## config.mk

```make
export PLATFORM = sky130hd
export DESIGN_NAME = pwm_dual_chan
export DESIGN_NICKNAME = d
export VERILOG_FILES = /design/src/rtl/pwm_pkg.sv /design/src/rtl/pwm_shadow_regs.sv /design/src/rtl/pwm_counter.sv /design/src/rtl/pwm_out_stage.sv /design/src/rtl/pwm_dual_chan.sv
export SDC_FILE = /design/constraint.sdc
export NUM_CORES = 1
export LEC_CHECK = 0
export BUFFER_PORTS_ARGS = -buffer_cell sky130_fd_sc_hd__buf_2
export CORE_MARGIN = 1.5
export CORE_UTILIZATION = 55
export CTS_CLUSTER_SIZE = 10
export DETAILED_ROUTE_END_ITERATION = 16
export PLACE_DENSITY = 0.76
export SETUP_SLACK_MARGIN = 0.3
export SLEW_MARGIN = 20
export SYNTH_ARGS = -nofsm -noshare
export SYNTH_HDL_FRONTEND = slang
export SYNTH_HIERARCHICAL = 1
export SYNTH_SLANG_ARGS = --single-unit
export TNS_END_PERCENT = 30
```

## constraint.sdc

```tcl
create_clock -name clk -period 2.9 [get_ports clk]
set_clock_uncertainty 0.15 [all_clocks]
set_input_delay 0.435 -clock clk [delete_from_list [all_inputs] [get_ports clk]]
set_output_delay 0.435 -clock clk [all_outputs]
set_load 0.005 [all_outputs]
```

## src/rtl/pwm_pkg.sv

```systemverilog
// Package: shared types for the dual-mode PWM channel.
// Assumes: nothing beyond IEEE 1800-2017.
package pwm_pkg;
    // Counting direction of the channel counter.
    typedef enum logic {
        DIR_DOWN = 1'b0,
        DIR_UP   = 1'b1
    } dir_e;

    // Width of the channel counter and its compare registers.
    localparam int unsigned PWM_W = 8;

    // Number of double-buffered registers (period, duty).
    localparam int unsigned NUM_BUF = 2;
    localparam int unsigned IDX_PER = 0;
    localparam int unsigned IDX_DUT = 1;
endpackage

```

## src/rtl/pwm_shadow_regs.sv

```systemverilog
// Module: pwm_shadow_regs
// Double-buffered period and duty storage. Writes land in the shadow copy.
// The active copy takes the shadow copy whenever load_i is high.
// Assumes: load_i is high on every clock while the channel is disabled,
// and on safe reload points otherwise.
module pwm_shadow_regs #(
    parameter int unsigned W = pwm_pkg::PWM_W
) (
    input  logic         clk,
    input  logic         rst_n,
    input  logic         wr_per_i,
    input  logic         wr_dut_i,
    input  logic [W-1:0] wdata_i,
    input  logic         load_i,
    output logic [W-1:0] act_per_o,
    output logic [W-1:0] act_dut_o
);
    localparam int unsigned N = pwm_pkg::NUM_BUF;

    logic [N-1:0]        wr_vec;
    logic [N-1:0][W-1:0] shd_q;
    logic [N-1:0][W-1:0] act_q;

    assign wr_vec[pwm_pkg::IDX_PER] = wr_per_i;
    assign wr_vec[pwm_pkg::IDX_DUT] = wr_dut_i;

    for (genvar g = 0; g < N; g++) begin : g_buf
        // Shadow copy: capture software writes.
        always_ff @(posedge clk) begin
            if (!rst_n)         shd_q[g] <= '0;
            else if (wr_vec[g]) shd_q[g] <= wdata_i;
        end

        // Active copy: follow the shadow copy only at a reload point.
        always_ff @(posedge clk) begin
            if (!rst_n)      act_q[g] <= '0;
            else if (load_i) act_q[g] <= shd_q[g];
        end
    end

    assign act_per_o = act_q[pwm_pkg::IDX_PER];
    assign act_dut_o = act_q[pwm_pkg::IDX_DUT];
endmodule

```

## src/rtl/pwm_counter.sv

```systemverilog
// Module: pwm_counter
// Channel counter. In left-aligned mode it counts up and wraps at per-1.
// In center-aligned mode it runs a triangle 0..per..0.
// reload_o flags the edges where the active registers may be refreshed.
// Assumes: center_i changes only while en_i is low.
module pwm_counter #(
    parameter int unsigned W = pwm_pkg::PWM_W
) (
    input  logic          clk,
    input  logic          rst_n,
    input  logic          en_i,
    input  logic          tick_i,
    input  logic          center_i,
    input  logic [W-1:0]  per_i,
    output logic [W-1:0]  cnt_o,
    output pwm_pkg::dir_e dir_o,
    output logic          reload_o
);
    import pwm_pkg::*;

    localparam logic [W-1:0] ONE = W'(1);

    logic [W-1:0] cnt_q, cnt_d;
    dir_e         dir_q, dir_d;
    logic         reload;

    // Next-state selection for count, direction and reload strobe.
    always_comb begin
        cnt_d  = cnt_q;
        dir_d  = dir_q;
        reload = 1'b0;
        if (!en_i) begin
            cnt_d  = '0;
            dir_d  = DIR_UP;
            reload = 1'b1;
        end else if (tick_i) begin
            if (per_i == '0) begin
                cnt_d  = '0;
                dir_d  = DIR_UP;
                reload = 1'b1;
            end else if (!center_i) begin
                dir_d = DIR_UP;
                if (cnt_q >= per_i - ONE) begin
                    cnt_d  = '0;
                    reload = 1'b1;
                end else begin
                    cnt_d = cnt_q + ONE;
                end
            end else if (dir_q == DIR_UP) begin
                cnt_d = cnt_q + ONE;
                if (cnt_q + ONE >= per_i) dir_d = DIR_DOWN;
            end else begin
                if (cnt_q <= ONE) begin
                    cnt_d  = '0;
                    dir_d  = DIR_UP;
                    reload = 1'b1;
                end else begin
                    cnt_d = cnt_q - ONE;
                end
            end
        end
    end

    // State registers for count and direction.
    always_ff @(posedge clk) begin
        if (!rst_n) begin
            cnt_q <= '0;
            dir_q <= DIR_UP;
        end else begin
            cnt_q <= cnt_d;
            dir_q <= dir_d;
        end
    end

    assign cnt_o    = cnt_q;
    assign dir_o    = dir_q;
    assign reload_o = reload;
endmodule

```

## src/rtl/pwm_out_stage.sv

```systemverilog
// Module: pwm_out_stage
// Duty compare, polarity handling and the output flip-flop.
// Rising slope: the duty window is count < duty. Falling slope: count <= duty.
// This gives 2*duty window ticks per triangle.
// Assumes: inputs are the registered state of the counter and buffers.
module pwm_out_stage #(
    parameter int unsigned W = pwm_pkg::PWM_W
) (
    input  logic          clk,
    input  logic          rst_n,
    input  logic          en_i,
    input  logic          pol_i,
    input  logic [W-1:0]  cnt_i,
    input  pwm_pkg::dir_e dir_i,
    input  logic [W-1:0]  per_i,
    input  logic [W-1:0]  dut_i,
    output logic          pwm_o
);
    import pwm_pkg::*;

    logic in_window;
    logic level;
    logic out_q;

    // Duty compare, direction-dependent at the turning edge.
    always_comb begin
        if (dir_i == DIR_UP) in_window = (cnt_i < dut_i);
        else                 in_window = (cnt_i <= dut_i);
    end

    // Level selection: disabled, zero period, or duty compare with polarity.
    always_comb begin
        if (!en_i)              level = ~pol_i;
        else if (per_i == '0)   level = pol_i;
        else                    level = in_window ? pol_i : ~pol_i;
    end

    // Output flip-flop.
    always_ff @(posedge clk) begin
        if (!rst_n) out_q <= 1'b0;
        else        out_q <= level;
    end

    assign pwm_o = out_q;
endmodule

```

## src/rtl/pwm_dual_chan.sv

```systemverilog
// Module: pwm_dual_chan (top)
// One 8-bit PWM channel with left- or center-aligned counting,
// double-buffered period and duty, and selectable polarity.
// Assumes: tick_en is a one-clock strobe from an external prescaler;
// center_mode is changed only while chan_en is low.
module pwm_dual_chan #(
    parameter int unsigned W = pwm_pkg::PWM_W
) (
    input  logic         clk,
    input  logic         rst_n,
    input  logic         tick_en,
    input  logic         chan_en,
    input  logic         center_mode,
    input  logic         polarity,
    input  logic         wr_period,
    input  logic         wr_duty,
    input  logic [W-1:0] wr_data,
    output logic         pwm_out
);
    logic [W-1:0]  cnt_w;
    pwm_pkg::dir_e dir_w;
    logic          reload_w;
    logic [W-1:0]  act_per_w;
    logic [W-1:0]  act_dut_w;

    pwm_shadow_regs #(.W(W)) u_bufs (
        .clk       (clk),
        .rst_n     (rst_n),
        .wr_per_i  (wr_period),
        .wr_dut_i  (wr_duty),
        .wdata_i   (wr_data),
        .load_i    (reload_w),
        .act_per_o (act_per_w),
        .act_dut_o (act_dut_w)
    );

    pwm_counter #(.W(W)) u_cnt (
        .clk      (clk),
        .rst_n    (rst_n),
        .en_i     (chan_en),
        .tick_i   (tick_en),
        .center_i (center_mode),
        .per_i    (act_per_w),
        .cnt_o    (cnt_w),
        .dir_o    (dir_w),
        .reload_o (reload_w)
    );

    pwm_out_stage #(.W(W)) u_out (
        .clk   (clk),
        .rst_n (rst_n),
        .en_i  (chan_en),
        .pol_i (polarity),
        .cnt_i (cnt_w),
        .dir_i (dir_w),
        .per_i (act_per_w),
        .dut_i (act_dut_w),
        .pwm_o (pwm_out)
    );
endmodule

```

======== Word-level counts from Yosys, hierarchy flattened ========
Index checks and enable logic that the tools add are counted.
storage, ports and cells
  output and inout bits ................... 1
  logic and storage cells ................. 38
  input port bits ......................... 16
  register bits ........................... 42
cells by class
  add/sub/neg operators ................... 3
  bitwise gates (word level) .............. 1
  order comparisons ....................... 5
  multiplexer cells ....................... 20
  reduce and logical (&&, ||, !) cells .... 2
operators by type and width
  cell                   number
  $mux W8                5
  $ge A8 B8 Y1           2
  $sub A8 B1 Y8 const B  2
  $mux W1                15
  $add A8 B1 Y8 const B  1
  $le A8 B1 Y1 const B   1
  $le A8 B8 Y1           1
  $logic_not A8 Y1       1
  $lt A8 B8 Y1           1
  $reduce_and A2 Y1      1
  $not A1 Y1             1

======== Depth between registers and ports, before layout ========
  word-level depth ........................ 7
  mapped depth ............................ 15
  depth with buffers taken out ............ 13

======== Hierarchy ========
Netlist, hierarchy kept.
by module, submodules not included
  module           instances  cells an instance  area an instance (µm²)  sequential area each (µm²)
  pwm_counter      1          168                1308.8                  180.2
  pwm_shadow_regs  1          103                1218.7                  640.6
  pwm_out_stage    1          38                 305.3                   20.0

======== Worst setup path after synthesis ========
Ideal clock, no wire load.
  path kind ............................... register to register
  start ................................... register u_bufs.act_q (netlist bit u_bufs/act_per_o[2])
  end ..................................... register u_bufs.act_q (netlist bit u_bufs/act_dut_o[4])
  library setup time ...................... 0.116 ns
  stages on the path, launching flop included .. 14
  path buffers ............................ 2
  data arrival time ....................... 2.795 ns
  slack ................................... -0.161 ns
  data required time ...................... 2.634 ns
  period minus slack after synthesis ...... 3.061 ns
  path through ............................ dfxtp_1 -> nor4_4 -> nand4_1 -> xnor2_1 -> ha_1 -> nand4_1 -> o31ai_2 -> or2_1 -> nand2_1 -> a31oi_1 -> buf_6 -> buf_12 -> mux2i_1 -> nor2b_1
between the ends
  longest elaborated chain between the ends .. 7
  elaborated cells on any way between the ends .. 8
  classes of those cells .................. add/sub (1); order compare (1); mux (5); reduce/logical (1)
RTL lines
  element                            line                   RTL
  from (decl)                        pwm_shadow_regs.sv:22  logic [N-1:0][W-1:0] act_q;
  from (signal, indexed assignment)  pwm_shadow_regs.sv:37  else if (load_i) act_q[g] <= shd_q[g];
  $sub A8 B1 Y8                      pwm_counter.sv:43      if (cnt_q >= per_i - ONE) begin
  $ge A8 B8 Y1                       pwm_counter.sv:43
  $mux W1                            pwm_counter.sv:43
  $mux W1                            pwm_counter.sv:41      end else if (!center_i) begin
  $mux W1 *                          pwm_counter.sv:37      if (per_i == '0) begin
  $mux W1 *                          pwm_counter.sv:36      end else if (tick_i) begin
  $mux W1 *                          pwm_counter.sv:32      if (!en_i) begin
  named net reload_w                 pwm_dual_chan.sv:22    logic reload_w;
The timed path passes the listed nets; every way through them passes the cells marked *.
A chain may end at the register's enable or synchronous reset.

======== Worst setup path in the final report ========
  start ................................... register u_bufs.act_q (netlist bit u_bufs/act_per_o[3])
  end ..................................... register u_bufs.act_q (netlist bit u_bufs/act_per_o[5])
Same word-level chain as after synthesis.

==> metrics.md <==
| Metric | Value |
|---|---|
| Synth top area share | `29.7%` |
| Hpwl dp | `4810 microns` |
| Critical path type | `reg2reg` |
| Hold-fix buffers, CTS | `0` |
| Wirelength per Cell | `16.7 microns` |
| Initial antenna violation count | `0` |
| Port bufs | `16` |
| # fillers | `398` |
| Std-Cell Rows | `25` |
| Antenna Nets Post-Route | `0` |
| Failing checks | `setup timing` |
| Reg area | `850 sq um` |
| Worst slew margin | `49.4%` |
| CTS tree | `yes` |
| Detailed Route Iter0 Violations | `113` |
| R2r startpoint | `u_bufs/act_per_o[3]$_SDFFE_PN0P_` |
| Async SR Flop Fraction | `0%` |
| Cells along the critical path | `nor4_4 -> nand4_1 -> xnor2_1 -> ha_1 -> nand4_1 -> o31ai_4 -> or2_1 -> nand2_2 -> a31oi_4 -> clkbuf_16 -> mux2i_1 -> nor2b_1` |
| Worst R2R Setup Slack | `-0.14 ns` |
| GRT Resource Usage Total | `24.0%` |
| CP startpoint kind | `flop` |
| Pwr Total | `1.41 mW` |
| Worst Path Buf+Inv | `1` |
| Initial cell density of the core | `58.4%` |
| Hold Fails Final Rpt | `0` |
| Synth cell types | `52` |
| CTS Buf Count | `5` |
| CP startpoint | `u_bufs/act_per_o[3]$_SDFFE_PN0P_` |
| Core ar. | `0.00485 sq mm` |
| Post-Synthesis Net Count | `354` |
| Status | `finished with violations` |
| Crit. End Element | `flop` |
| Worst-path fanout max | `8` |
| Setup crit end | `u_bufs/act_per_o[5]$_SDFFE_PN0P_` |
| Cell seen most often among critical-path stages | `nand4_1` |
| Placed instance area | `0.00304 sq mm` |
| Worst hold slack | `0.228 ns` |
| Number of enable flip-flop cells after synthesis | `0` |
| Total die area | `0.00559 sq mm` |
| First-pass GRT wire length | `10200 microns` |
| Area used by multi-input combinational logic | `0.00186 sq mm` |
| Vias in the first global route | `2135` |
| Maxcap violations | `0` |
| Synth warn | `6` |
| Hold Crit Class | `in2reg` |
| Seq/Total Area, Yosys | `29.7%` |
| Pwr per Cell Area | `435 mW/mm^2` |
| Clk_lat worst skew | `0.30 ns` |
| Crit-path max cell delay | `0.35 ns` |
| Most used DFF post-synth | `dfxtp_1` |
| CTS H-tree lvls | `2` |
| Crit path time final | `3.04 ns` |
| Worst vdd ir | `0.000359 V` |
| # IOs | `17` |
| Worst R2R End | `u_bufs/act_per_o[5]$_SDFFE_PN0P_` |
| Layout Area Growth over Synthesis | `14.3%` |
| # DRC | `0` |
| Via density | `5.76` |
| Top Family by Delay on Critical Path | `simple AND/OR/NAND/NOR gates` |
| Clk sink count | `42` |
| Critical Path AT | `3.08 ns` |
| Final instance area | `0.00324 sq mm` |
| Final worst slack | `-0.140 ns` |
| Gpl congestion | `0.859` |
| Ranking of synthesized cells by area | `dfxtp_1 (30%), ha_1 (13%), mux2i_1 (12%)` |
| Number of cells on the critical path | `12` |
| Total congestion overflow | `0` |
| Yosys reg bits | `42` |
| Cell area after synthesis | `0.00283 sq mm` |
| Slowest-stage cell, CP | `nor4_4` |
| Post-synthesis cell count | `309` |
| Reg clk slew, reported paths | `0.10 ns` |
| Worst-margin pin slew | `0.757 ns` |
| Fmax | `329 MHz` |
| Final core utilization | `66.8%` |
| Avg Inst Size Synth | `9.17 sq um` |
| Finished Layout Cells | `403` |
| First drt pass iteration count | `4` |
| Die W | `74.8 microns` |
| Max Root-Sink Buffers | `2` |
| Total Nets Final | `380` |
| Cells after DPL | `392` |
| Total wire length | `6710 microns` |
| Static Leak | `1.49 nW` |
| Final period util | `105%` |
| Critical path required time | `2.94 ns` |
| Routed vias | `2321` |
| Final setup viols | `16` |
| Share of layout cells above drive strength 1 | `20.5%` |
| Largest net degree at the start of global routing | `37` |
| Unrepaired setup endpoints after global routing | `true` |
| Ant. Diodes | `0` |
| Synth area leader | `dfxtp_1` |
| Worst Reg-to-Reg Cells | `12` |
| Fin. max-slew vios | `0` |
| Root buffer cell | `clkbuf_8` |
| Die span in y | `74.8 microns` |
==> cell type report <==
class                   instances  area share [%]
clock buffers                   5            2.13
clock inverters                 3            1.35
inverters                      26            3.01
multi-input cells             228            57.6
flip-flops and latches         42            26.2
well taps                      67            2.59
repair buffers                 32            7.11
==> cells in the mapped netlist, types with 6 or more instances <==
cell,instances
mux2i_1,34
a21oi_1,8
inv_1,26
ha_1,29
xnor2_1,10
nor2_1,13
nand4_1,8
xor2_1,6
dfxtp_1,42
nand2_1,17
nand3_1,6
nor2b_1,35
==> state kept, by name (all words and copies together) (netlist names) <==
register and cells:
u_bufs/act_dut_o 8, u_bufs/act_per_o 8, u_bufs/shd_q 16, u_cnt/cnt_o 8, u_cnt/dir_o 1, u_out/pwm_o 1
==> worst register-to-register path: stages (launching register included) <==
cell and delay [ns]:
dfxtp_2 0.34, nor4_4 0.35, nand4_1 0.16, xnor2_1 0.16, ha_1 0.33, nand4_1 0.15
o31ai_4 0.30, or2_1 0.19, nand2_2 0.09, a31oi_4 0.23, clkbuf_16 0.21, mux2i_1 0.19
nor2b_1 0.06
==> where the power goes <==
group          internal, mW  leakage, nW  switching [mW]
clock                 0.258       0.0585           0.226
combinational         0.148         1.09           0.149
sequential            0.604        0.347          0.0217
total                  1.01         1.49           0.397
==> routing by layer <==
metal  routed length [microns]  track usage, %  vias to the layer above
met2                      3330            40.7                       58
met4                       114            8.28                        0
met1                      2990            30.7                     1110
met5                         0               0                        -
li1                          -               -                     1139
met3                       277            4.55                       14
==> how the worst min path moves through the flow <==
stage | end | cells after the start | slack [ns] | startpoint
2_1_floorplan | u_bufs/shd_q[0]$_SDFFE_PN0P_ | 2 | 0.33 | u_bufs/shd_q[0]$_SDFFE_PN0P_
3_3_place_gp | u_bufs/act_dut_o[2]$_SDFFE_PN0P_ | 2 | 0.35 | u_bufs/act_dut_o[2]$_SDFFE_PN0P_
3_5_place_dp | u_bufs/act_dut_o[2]$_SDFFE_PN0P_ | 2 | 0.36 | u_bufs/act_dut_o[2]$_SDFFE_PN0P_
4_1_cts | u_out/pwm_o$_SDFF_PN0_ | 3 | 0.23 | polarity
5_1_grt | u_out/pwm_o$_SDFF_PN0_ | 3 | 0.23 | polarity
6_report | u_out/pwm_o$_SDFF_PN0_ | 3 | 0.23 | polarity
==> stage by stage <==
stage | setup WS (ns) | TNS, ns
finish | -0.140 | -1.77
global route | -0.175 | -2.50
CTS | 0.0351 | 0
detailed placement | -0.0143 | -0.0408
global placement | 0.0648 | 0
floorplan | -0.00193 | -0.00386
==> placed cells by master, fill, tap and decap left out, types with 7 or more instances in the layout <==
cell and n:
mux2i_1 33, dfxtp_1 35, xnor2_1 10, nand2_1 16, buf_4 14, inv_1 25
nand4_1 8, dfxtp_2 7, buf_2 16, ha_1 28, nor2_1 13, a21oi_1 7
nor2b_1 35
==> cell families after synthesis <==
family / after synthesis / synth area share [%]
AOI/OAI and AO/OA: 47 / 12.7
xor gates and xnor gates: 16 / 4.95
adders and majority gates: 29 / 12.8
buffers and inverters: 39 / 6.71
DFF: 42 / 29.7
muxes: 34 / 12.0
and+or+nand+nor: 102 / 21.2
==> timing repair <==
action	4_1_cts	5_1_grt
pin swaps	3	4
setup endpoints to repair	18	21
gates resized for setup	6	9
buffers inserted	2	0
cloned	0	1
Note: power is estimated with default switching activity, not from simulation.
